==> src/rtl/nrb_pkg.sv <==
package nrb_pkg;

    typedef enum logic [1:0] {
        KIND_CMD,
        KIND_ADR,
        KIND_WR,
        KIND_RD
    } kind_e;

    typedef enum logic [2:0] {
        PH_IDLE,
        PH_SETUP,
        PH_PULSE,
        PH_HOLD,
        PH_DONE
    } phase_e;

    localparam logic [2:0] OP_CMD   = 3'd0;
    localparam logic [2:0] OP_ADR   = 3'd1;
    localparam logic [2:0] OP_ARM   = 3'd2;
    localparam logic [2:0] OP_WRITE = 3'd3;

    localparam int unsigned ENA_BIT  = 31;
    localparam int unsigned OP_HI    = 30;
    localparam int unsigned OP_LO    = 28;
    localparam int unsigned BYTE_HI  = 23;
    localparam int unsigned BYTE_LO  = 16;
    localparam int unsigned BUSY_BIT = 15;

endpackage

==> src/rtl/nrb_sync.sv <==
module nrb_sync #(
    parameter int unsigned STAGES  = 2,
    parameter logic        RST_VAL = 1'b1
) (
    input  logic clk,
    input  logic rst_n,
    input  logic din,
    output logic dout
);
    logic [STAGES-1:0] chain_d, chain_q;

    always_comb begin
        chain_d = {chain_q[STAGES-2:0], din};
    end

    always_ff @(posedge clk or negedge rst_n) begin
        if (!rst_n) chain_q <= {STAGES{RST_VAL}};
        else        chain_q <= chain_d;
    end

    assign dout = chain_q[STAGES-1];
endmodule

==> src/rtl/nrb_seq.sv <==
module nrb_seq
    import nrb_pkg::*;
#(
    parameter int unsigned T_SETUP = 2,
    parameter int unsigned T_PULSE = 3,
    parameter int unsigned T_HOLD  = 2
) (
    input  logic       clk,
    input  logic       rst_n,
    input  logic       start,
    input  kind_e      kind,
    input  logic [7:0] obyte,
    input  logic [7:0] io_in,
    output logic       idle,
    output logic       done,
    output logic       we_n,
    output logic       re_n,
    output logic       cle,
    output logic       ale,
    output logic       oe,
    output logic [7:0] io_out,
    output logic [7:0] cap
);
    localparam int unsigned T_MAX1 = (T_SETUP > T_PULSE) ? T_SETUP : T_PULSE;
    localparam int unsigned T_MAX  = (T_MAX1 > T_HOLD) ? T_MAX1 : T_HOLD;
    localparam int unsigned CNT_W  = $clog2(T_MAX + 1);

    localparam logic [CNT_W-1:0] LD_SETUP = CNT_W'(T_SETUP - 1);
    localparam logic [CNT_W-1:0] LD_PULSE = CNT_W'(T_PULSE - 1);
    localparam logic [CNT_W-1:0] LD_HOLD  = CNT_W'(T_HOLD - 1);

    typedef struct packed {
        phase_e           ph;
        logic [CNT_W-1:0] cnt;
        kind_e            kind;
        logic [7:0]       obyte;
        logic [7:0]       cap;
        logic             we_n;
        logic             re_n;
        logic             cle;
        logic             ale;
        logic             oe;
    } seq_t;

    localparam seq_t SEQ_RST = '{
        ph: PH_IDLE, cnt: '0, kind: KIND_CMD, obyte: 8'h00, cap: 8'h00,
        we_n: 1'b1, re_n: 1'b1, cle: 1'b0, ale: 1'b0, oe: 1'b0
    };

    seq_t s_d, s_q;

    always_comb begin
        s_d = s_q;
        unique case (s_q.ph)
            PH_IDLE: begin
                if (start) begin
                    s_d.ph    = PH_SETUP;
                    s_d.cnt   = LD_SETUP;
                    s_d.kind  = kind;
                    s_d.obyte = obyte;
                    s_d.cle   = (kind == KIND_CMD);
                    s_d.ale   = (kind == KIND_ADR);
                    s_d.oe    = (kind != KIND_RD);
                end
            end
            PH_SETUP: begin
                if (s_q.cnt == '0) begin
                    s_d.ph  = PH_PULSE;
                    s_d.cnt = LD_PULSE;
                    if (s_q.kind == KIND_RD) s_d.re_n = 1'b0;
                    else                     s_d.we_n = 1'b0;
                end else begin
                    s_d.cnt = s_q.cnt - 1'b1;
                end
            end
            PH_PULSE: begin
                if (s_q.cnt == '0) begin
                    s_d.ph   = PH_HOLD;
                    s_d.cnt  = LD_HOLD;
                    s_d.we_n = 1'b1;
                    s_d.re_n = 1'b1;
                    if (s_q.kind == KIND_RD) s_d.cap = io_in;
                end else begin
                    s_d.cnt = s_q.cnt - 1'b1;
                end
            end
            PH_HOLD: begin
                if (s_q.cnt == '0) begin
                    s_d.ph  = PH_DONE;
                    s_d.cle = 1'b0;
                    s_d.ale = 1'b0;
                    s_d.oe  = 1'b0;
                end else begin
                    s_d.cnt = s_q.cnt - 1'b1;
                end
            end
            PH_DONE: s_d.ph = PH_IDLE;
            default: s_d = SEQ_RST;
        endcase
    end

    always_ff @(posedge clk or negedge rst_n) begin
        if (!rst_n) s_q <= SEQ_RST;
        else        s_q <= s_d;
    end

    assign idle   = (s_q.ph == PH_IDLE);
    assign done   = (s_q.ph == PH_DONE);
    assign we_n   = s_q.we_n;
    assign re_n   = s_q.re_n;
    assign cle    = s_q.cle;
    assign ale    = s_q.ale;
    assign oe     = s_q.oe;
    assign io_out = s_q.obyte;
    assign cap    = s_q.cap;
endmodule

==> src/rtl/nand_reg_bridge.sv <==
module nand_reg_bridge
    import nrb_pkg::*;
#(
    parameter int unsigned T_SETUP     = 2,
    parameter int unsigned T_PULSE     = 3,
    parameter int unsigned T_HOLD      = 2,
    parameter int unsigned SYNC_STAGES = 2
) (
    input  logic        clk,
    input  logic        rst_n,
    input  logic        reg_wr,
    input  logic        reg_rd,
    input  logic [31:0] reg_wdata,
    output logic [31:0] reg_rdata,
    output logic        reg_wait,
    output logic        nand_ce_n,
    output logic        nand_cle,
    output logic        nand_ale,
    output logic        nand_we_n,
    output logic        nand_re_n,
    output logic [7:0]  nand_io_out,
    output logic        nand_io_oe,
    input  logic [7:0]  nand_io_in,
    input  logic        nand_rb_n
);
    typedef struct packed {
        logic ce;
        logic armed;
    } ctl_t;

    ctl_t c_d, c_q;

    logic       seq_idle, seq_done, seq_start;
    kind_e      seq_kind;
    logic [7:0] cap_byte;
    logic       rb_sync;
    logic       needs_cycle;
    logic [2:0] op;
    logic       unused_wbits;

    assign op           = reg_wdata[OP_HI:OP_LO];
    assign unused_wbits = ^{reg_wdata[27:24], reg_wdata[15:0]};

    always_comb begin
        c_d         = c_q;
        seq_kind    = KIND_RD;
        needs_cycle = 1'b0;
        if (reg_wr) begin
            unique case (op)
                OP_CMD:   begin seq_kind = KIND_CMD; needs_cycle = 1'b1; end
                OP_ADR:   begin seq_kind = KIND_ADR; needs_cycle = 1'b1; end
                OP_WRITE: begin seq_kind = KIND_WR;  needs_cycle = 1'b1; end
                default:  begin seq_kind = KIND_RD;  needs_cycle = 1'b0; end
            endcase
        end else if (reg_rd) begin
            seq_kind    = KIND_RD;
            needs_cycle = c_q.armed;
        end
        seq_start = seq_idle && needs_cycle;
        if (seq_idle && reg_wr) begin
            c_d.ce    = reg_wdata[ENA_BIT];
            c_d.armed = (op == OP_ARM);
        end
        reg_wait = (reg_wr || reg_rd) && !seq_done && (!seq_idle || needs_cycle);
    end

    always_ff @(posedge clk or negedge rst_n) begin
        if (!rst_n) c_q <= '{ce: 1'b0, armed: 1'b0};
        else        c_q <= c_d;
    end

    nrb_sync #(.STAGES(SYNC_STAGES), .RST_VAL(1'b1)) u_rb_sync (
        .clk  (clk),
        .rst_n(rst_n),
        .din  (nand_rb_n),
        .dout (rb_sync)
    );

    nrb_seq #(.T_SETUP(T_SETUP), .T_PULSE(T_PULSE), .T_HOLD(T_HOLD)) u_seq (
        .clk   (clk),
        .rst_n (rst_n),
        .start (seq_start),
        .kind  (seq_kind),
        .obyte (reg_wdata[BYTE_HI:BYTE_LO]),
        .io_in (nand_io_in),
        .idle  (seq_idle),
        .done  (seq_done),
        .we_n  (nand_we_n),
        .re_n  (nand_re_n),
        .cle   (nand_cle),
        .ale   (nand_ale),
        .oe    (nand_io_oe),
        .io_out(nand_io_out),
        .cap   (cap_byte)
    );

    assign nand_ce_n = !c_q.ce;
    assign reg_rdata = {8'h00, cap_byte, !rb_sync, 15'h0000};
endmodule

==> config.mk <==
export PLATFORM = sky130hd
export DESIGN_NAME = nand_reg_bridge
export DESIGN_NICKNAME = d
export VERILOG_FILES = /design/src/rtl/nrb_pkg.sv /design/src/rtl/nrb_sync.sv /design/src/rtl/nrb_seq.sv /design/src/rtl/nand_reg_bridge.sv
export SDC_FILE = /design/constraint.sdc
export NUM_CORES = 1
export LEC_CHECK = 0
export CORE_ASPECT_RATIO = 2
export CORE_MARGIN = 1.5
export CORE_UTILIZATION = 30
export DETAILED_ROUTE_END_ITERATION = 16
export PLACE_DENSITY = 0.7
export SLEW_MARGIN = 10
export SYNTH_ARGS = -nofsm -noshare
export SYNTH_HDL_FRONTEND = slang
export SYNTH_SLANG_ARGS = --single-unit
==> constraint.sdc <==
create_clock -name clk -period 4.9 [get_ports clk]
set_input_delay 1.47 -clock clk [delete_from_list [all_inputs] [get_ports clk]]
set_output_delay 1.47 -clock clk [all_outputs]
set_load 0.02 [all_outputs]
==> metrics.md, run 1 <==
| Metric | Value |
|---|---|
| Status | `finished, final reports clean` |
| Worst Skew | `8.32 ps` |
| DIE AREA | `6900 um^2` |
| Placed cell area | `2300 um^2` |
| Prevailing post-synth register cell | `dfrtp_1` |
| Layout cells sized above 1 | `10.7%` |
| PwrDens | `634 nW/um^2` |
| Core Util, Final | `39.4%` |
| Fill count | `649` |
| Die Width | `59.5 um` |
| Worst min-delay path class | `register to register` |
| # rows | `41` |
| # resized after CTS | `0` |
| Core Region | `6260 um^2` |
| Worst endpoint required time | `3430 ps` |
| Net Sw Power | `0.593 mW` |
| Placed Cells | `320` |
| CTS tree | `yes` |
| Cells along the critical path | `clkdlybuf4s50_1 > nand2b_1 > o22a_2 > o21ai_0 > o21a_1 > clkdlybuf4s50_1` |
| Setup bufs post-CTS | `0` |
| Worst-path clk slew | `50 ps` |
| Max cap viols | `0` |
| Largest delay contributor family on the critical path | `buffers and inverters` |
| Nets@finish | `289` |
| Ant diodes | `0` |
| Worst path slowest cell | `clkdlybuf4s50_1` |
| Syn Area/Cell | `9.29 um^2` |
| Average wire per standard cell | `11.7 um` |
| Total CTS buffers | `5` |
| Crit path time final | `4740 ps` |
| WP data arrival | `3270 ps` |
| Vias in the first global route | `1474` |
| IO Port Bufs | `48` |
| Clk network pwr share | `22.3%` |
| Final hold vios | `0` |
| Synth warn | `0` |
| Final setup fails | `0` |
| Clk root buf | `clkbuf_16` |
| H-tree Lvls | `2` |
| Fmax | `211 MHz` |
| I/O pin count | `92` |
| Gpl congestion | `0.765` |
| Async S/R FF share, synth | `100%` |
| PnR worst setup slack | `164 ps` |
| Final setup TNS | `0 ps` |
| Slew Viols, Final | `0` |
| Post-synthesis cell area | `1910 um^2` |
| Post-synthesis register bit count | `32` |
| 1st-pass router iterations | `4` |
| Comb pwr share | `46.2%` |
| GRT Util Overall | `12.5%` |
| Critical path's largest stage delay | `590 ps` |
| Rel. slew slack | `43.9%` |
| Register Area | `806 um^2` |
| Synthesized instance count | `206` |
| Share of the yosys chip area belonging to registers | `42.1%` |
| Worst vdd ir | `0.319 mV` |
| Post-route cell area | `2470 um^2` |
| Via count | `1490` |
| Iter 0 DRT Violations | `69` |
| Routed WL | `3830 um` |
| Pin count of the biggest net entering global routing | `35` |
| GRT overflow | `0` |
| Cell mode on critical path | `clkdlybuf4s50_1` |
| Via-per-instance ratio | `4.54` |
| Unrepaired setup endpoints after global routing | `no` |
| CP Class | `input pin to output port` |
| DP HPWL | `2800 um` |
| First-pass GRT wire length | `6580 um` |
| CTS max path bufs | `2` |
| Slew of the pin with the lowest slew margin | `836 ps` |
| P_int | `0.971 mW` |
| Antenna Violating Nets Remaining | `0` |
| Starting Density | `30.6%` |
| CTS Hold Bufs | `0` |
| Layout area overhead | `28.8%` |
| Post-synth EDFFs | `0` |
| Setup crit end kind | `output port` |
| Critical path peak fanout | `6` |
| Detailed-route DRC error count | `0` |
| Die Ht | `116 um` |
| Initial antenna violation count | `0` |
| Post-Place Worst Slack | `162 ps` |
| Reg power frac | `31.4%` |
| Critical Path Start Type | `input pin` |
| CP Buf/Inv Count | `2` |
| Clock latency on the worst-skew pair | `280 ps` |
| Static Leak | `1.09 nW` |
| Post-synthesis cell type count | `44` |
| Post-Layout Cell Count | `328` |
| Sink Count | `32` |
| Crit share post-route | `96.7%` |
| Multi-input gate area | `830 um^2` |
| Sw frac | `37.9%` |
worst reg2reg max path, stage by stage, from the launching register on:
cell and delay, ps:
dfrtp_1 370, inv_1 90, ha_1 320, and4b_1 230, o21ai_1 650, o21ai_0 230
sequential cells by signal (all words and copies together), names as in the netlist:
signal             cells
u_seq.oe               1
u_rb_sync.chain_q      2
u_seq.we_n             1
u_seq.cle              1
u_seq.io_out           8
u_seq.cap              8
u_seq.re_n             1
c_q                    2
u_seq.ale              1
u_seq.s_q              7
Yosys cell counts, drive strengths merged, types with 4 or more instances:
| cell type | count | area [um^2] |
|---|---|---|
| o2bb2ai | 6 | 52.6 |
| a21oi | 8 | 43.8 |
| nor2b | 5 | 31.3 |
| nor3 | 6 | 30.0 |
| nand2 | 26 | 97.6 |
| buf | 46 | 328 |
| o21ai | 15 | 75.1 |
| nor2 | 7 | 26.3 |
| inv | 6 | 22.5 |
| dfrtp | 28 | 701 |
| dfstp | 4 | 105 |
| a22oi | 6 | 45.0 |
| a211o | 4 | 35.0 |
routing by layer:
| layer | global-route usage [%] | routed length (um) | vias to the layer above |
|---|---|---|---|
| met1 | 12.5 | 1480 | 699 |
| met4 | 5.61 | 99 | 0 |
| met2 | 22.8 | 2020 | 61 |
| li1 | - | - | 720 |
| met5 | 0 | 0 | - |
| met3 | 3.46 | 230 | 10 |
layout make-up:
| type | instances | share of cell area, % |
|---|---|---|
| multi-input cells | 141 | 33.6 |
| clock inverters | 3 | 1.73 |
| inverters | 6 | 0.913 |
| well taps | 86 | 4.36 |
| repair buffers | 55 | 21.6 |
| flip-flops and latches | 32 | 32.7 |
| clock buffers | 5 | 5.07 |
power by group through the flow:
stage / Combinational, mW / Sequential (mW) / Clock, mW
detailed placement: 0.731 / 0.498 / 0
finish: 0.723 / 0.492 / 0.350
floorplan: 0.565 / 0.479 / 0
global route: 0.810 / 0.512 / 0.371
global placement: 0.716 / 0.493 / 0
CTS: 0.734 / 0.494 / 0.360
worst paths after layout:
check / start / to / slack [ps] / cells past startpoint
setup / recovery: reg_wr / reg_wait / 160 / 6
hold / removal: u_rb_sync.chain_q[0] / u_rb_sync.chain_q[1] / 350 / 0
setup reg to reg: u_seq.s_q[23] / u_seq.cap[0] / 2850 / 5
hold reg to reg: u_rb_sync.chain_q[0] / u_rb_sync.chain_q[1] / 350 / 0
max in group asynchronous: rst_n / u_rb_sync.chain_q[0] / 2960 / 2
min in group asynchronous: rst_n / u_seq.s_q[24] / 1610 / 2
layout by cell type (no fill, tap or decap), types with 7 or more instances in the layout:
cell             netlist  routed
nand2_1               26      26
clkdlybuf4s50_1        0      48
conb_1                 1      23
dfrtp_1               28      28
nor2_1                 7       7
o21ai_0               14      14
buf_4                 39       7
a21oi_1                7       7
per-stage QoR:
stage          hold WS (ps)  total power, mW
2_1_floorplan           345             1.04
3_3_place_gp            347             1.21
3_5_place_dp            349             1.23
4_1_cts                 357             1.59
5_1_grt                 362             1.69
6_report                355             1.56
cells by family (layout without fill, tap and decap cells):
kind of cell	after synthesis	in the layout	synth area share (%)
flip-flops	32	32	42.1
AND/OR/NAND/NOR	59	59	15.8
buffers and inverters	55	69	18.9
adder cells (fa/ha/maj)	3	3	1.96
XOR/XNOR	1	1	0.458
AO/OA/AOI/OAI	53	53	19.5
multiplexers	2	2	1.11
other	1	23	0.196
Power figures use the tool's default switching activity.
==> run 2: changes to the inputs <==
--- a/config.mk
+++ b/config.mk
@@ -8,9 +8,10 @@
 export CORE_ASPECT_RATIO = 2
 export CORE_MARGIN = 1.5
 export CORE_UTILIZATION = 30
+export CTS_CLUSTER_SIZE = 10
 export DETAILED_ROUTE_END_ITERATION = 16
 export PLACE_DENSITY = 0.7
-export SLEW_MARGIN = 10
+export SLEW_MARGIN = 20
 export SYNTH_ARGS = -nofsm -noshare
 export SYNTH_HDL_FRONTEND = slang
 export SYNTH_SLANG_ARGS = --single-unit
==> results of run 2 <==
Same layout as run 1: the final DEF is identical, and so are final timing and power.
==> run 3: changes to the inputs <==
--- a/config.mk
+++ b/config.mk
@@ -14,4 +14,5 @@
 export SLEW_MARGIN = 20
 export SYNTH_ARGS = -nofsm -noshare
 export SYNTH_HDL_FRONTEND = slang
+export SYNTH_HIERARCHICAL = 1
 export SYNTH_SLANG_ARGS = --single-unit
==> run 3 against run 2 <==
Sequential cell count unchanged; maximum frequency increased by 3.2%; sequential power decreased by 7.5%; sequential share of layout area increased by 0.20 points; via count decreased by 7.9%; critical path depth decreased by 1; power decreased by 13%; synthesized cell count decreased by 2.4%; clock skew decreased by 3.7 ps; utilization decreased by 0.56 points.
==> metrics.md, run 3 <==
| Metric | Value |
|---|---|
| Crit path time final | `4590 ps (was 4740 ps)` |
| Async S/R FF share, synth | `100% (unchanged)` |
| Setup crit end kind | `output port (unchanged)` |
| R2R cell count | `7 (was 5)` |
| Die Ht | `117 um (was 116 um)` |
| Ranking of synthesized cells by area | `dfrtp_1, buf_4, dfstp_2, mux2i_1, inv_1 (was dfrtp_1, buf_4, dfstp_2, nand2_1, o21ai_0)` |
| Worst-path clk slew | `50 ps (about the same)` |
| Unrepaired setup endpoints after global routing | `no (unchanged)` |
| Crit Reg-Reg Startpoint | `u_seq/s_q[25] (was u_seq.s_q[23])` |
| Post-route cell area | `2450 um^2 (was 2470 um^2)` |
| Rel. slew slack | `63.1% (was 43.9%)` |
| Ant diodes | `0 (unchanged)` |
| First-pass GRT wire length | `5840 um (was 6580 um)` |
| Worst hold start | `u_rb_sync/chain_q[0] (was u_rb_sync.chain_q[0])` |
| Post-synthesis cell type count | `48 (was 44)` |
| Static Leak | `1.06 nW (was 1.09 nW)` |
| Average wire per standard cell | `11.4 um (was 11.7 um)` |
| Worst hold margin | `354 ps (was 355 ps)` |
| GRT overflow | `0 (unchanged)` |
| CTS tree | `yes (unchanged)` |
| Total CTS buffers | `5 (unchanged)` |
| Gpl congestion | `0.701 (was 0.765)` |
| Worst min-delay path class | `register to register (unchanged)` |
| Post-synth EDFFs | `0 (unchanged)` |
| Max cap viols | `0 (unchanged)` |
| Antenna Violating Nets Remaining | `0 (unchanged)` |
| Hold path depth | `0 (unchanged)` |
| Vias in the first global route | `1303 (was 1474)` |
| DP HPWL | `2780 um (was 2800 um)` |
| Slew of the pin with the lowest slew margin | `553 ps (was 836 ps)` |
| Slew Viols, Final | `0 (unchanged)` |
| Synth area leader | `dfrtp_1 (unchanged)` |
| Routed WL | `3670 um (was 3830 um)` |
| Final setup TNS | `0 ps (unchanged)` |
| Fmax | `218 MHz (was 211 MHz)` |
| Power Total | `1.36 mW (was 1.56 mW)` |
| Final hold vios | `0 (unchanged)` |
| Via count | `1373 (was 1490)` |
| Top cells by count, synth | `buf_4, dfrtp_1, inv_1 (was buf_4, dfrtp_1, nand2_1)` |
| GRT Util Overall | `11.2% (was 12.5%)` |
| Crit share post-route | `93.6% (was 96.7%)` |
| IO Port Bufs | `48 (unchanged)` |
| Nets@finish | `283 (was 289)` |
| CP Class | `input pin to output port (unchanged)` |
| Synthesized instance count | `201 (was 206)` |
| Pin count of the biggest net entering global routing | `33 (was 35)` |
| Prevailing post-synth register cell | `dfrtp_1 (unchanged)` |
| Worst Skew | `4.64 ps (was 8.32 ps)` |
| Clk root buf | `clkbuf_16 (unchanged)` |
| Most common cell in the netlist | `buf_4 (unchanged)` |
| Layout area overhead | `25.3% (was 28.8%)` |
| Critical Path Start Type | `input pin (unchanged)` |
| I/O pin count | `92 (unchanged)` |
| Core Util, Final | `38.8% (was 39.4%)` |
| Synth top area share | `35.8% (was 36.6%)` |
| Worst vdd ir | `0.151 mV (was 0.319 mV)` |
| Placed cell area | `2310 um^2 (was 2300 um^2)` |
| # rows | `41 (unchanged)` |
| Sink Count | `32 (unchanged)` |
| Die Width | `60.1 um (was 59.5 um)` |
| Register Area | `806 um^2 (unchanged)` |
| Via-per-instance ratio | `4.26 (was 4.54)` |
| Most common cell after layout, fill and taps aside | `clkdlybuf4s50_1 (unchanged)` |
| CP startpoint | `reg_wr (unchanged)` |
| Fill count | `637 (was 649)` |
| Critical path peak fanout | `5 (was 6)` |
| Synth warn | `6 (was 0)` |
| 1st-pass router iterations | `4 (unchanged)` |
| Post-synthesis register bit count | `32 (unchanged)` |
| DIE AREA | `7050 um^2 (was 6900 um^2)` |
| Commonest cells after routing, fill and taps aside | `clkdlybuf4s50_1, dfrtp_1, inv_1, conb_1, nand2_1 (was clkdlybuf4s50_1, dfrtp_1, nand2_1)` |
| WP data arrival | `3120 ps (was 3270 ps)` |
| Core Region | `6310 um^2 (was 6260 um^2)` |
| Syn Area/Cell | `9.74 um^2 (was 9.29 um^2)` |
| Status | `finished, final reports clean (unchanged)` |
| Post-synthesis cell area | `1960 um^2 (was 1910 um^2)` |
| Detailed-route DRC error count | `0 (unchanged)` |
| Initial antenna violation count | `0 (unchanged)` |
| Clock latency on the worst-skew pair | `280 ps (about the same)` |
| Setup bufs post-CTS | `0 (unchanged)` |
| PwrDens | `554 nW/um^2 (was 634 nW/um^2)` |
| Multi-input gate area | `815 um^2 (was 830 um^2)` |
| H-tree Lvls | `2 (unchanged)` |
| CTS Hold Bufs | `0 (unchanged)` |
| Share of the yosys chip area belonging to registers | `41.2% (was 42.1%)` |
| Iter 0 DRT Violations | `37 (was 69)` |
| Final setup fails | `0 (unchanged)` |
| Starting Density | `31.0% (was 30.6%)` |
| CTS max path bufs | `2 (unchanged)` |
| # resized after CTS | `0 (unchanged)` |
| Layout cells sized above 1 | `10.6% (was 10.7%)` |
| Worst endpoint required time | `3430 ps (about the same)` |
-- run 3: path summary, 6_finish.rpt --
path	endpoint	slack, ps
setup / recovery	reg_wait	310
setup reg to reg	u_seq/oe	2350
hold / removal	u_rb_sync/chain_q[1]	350
max in group asynchronous	u_seq/re_n	2970
min in group asynchronous	u_seq/cap[1]	1590
hold reg to reg	u_rb_sync/chain_q[1]	350
-- run 3: area by class of cell --
type                    count  share of cell area (%)
well taps                  86                    4.39
multi-input cells         122                    33.2
clock inverters             1                   0.204
repair buffers             50                    20.2
flip-flops and latches     32                    32.9
inverters                  24                    3.68
clock buffers               7                    5.41
-- run 3: stage by stage --
step	worst slack, ps	std cells
3_3_place_gp	297	314
2_1_floorplan	1250	223
6_report	312	322
4_1_cts	303	322
5_1_grt	215	322
3_5_place_dp	317	314
-- run 3: power breakdown --
group          switching (mW)  total, mW  internal (mW)  leakage, nW
clock network           0.107      0.294          0.187       0.0679
logic                   0.324      0.608          0.285        0.585
registers              0.0914      0.455          0.364        0.408
-- run 3: cells by family after synthesis --
group | synth area share [%]
adders and majority gates | 1.92
other | 0.192
AOI/OAI and AO/OA | 9.72
xor gates and xnor gates | 0.448
muxes | 8.06
buffers and inverters | 21.4
DFF | 41.2
and+or+nand+nor | 17.1
-- run 3: metal layers --
| layer | wire, um | global-route usage, % | vias to the layer above |
|---|---|---|---|
| li1 | - | - | 675 |
| met1 | 1370 | 11.1 | 647 |
| met2 | 2040 | 20.1 | 44 |
| met3 | 152 | 2.42 | 7 |
| met4 | 104 | 6.81 | 0 |
| met5 | 0 | 0 | - |
-- run 3: worst max-delay path, cell delays in order --
cell and delay, ps:
clkdlybuf4s50_1 530, and2b_4 180, nand2_2 60, a311oi_2 230
clkdlybuf4s50_1 640
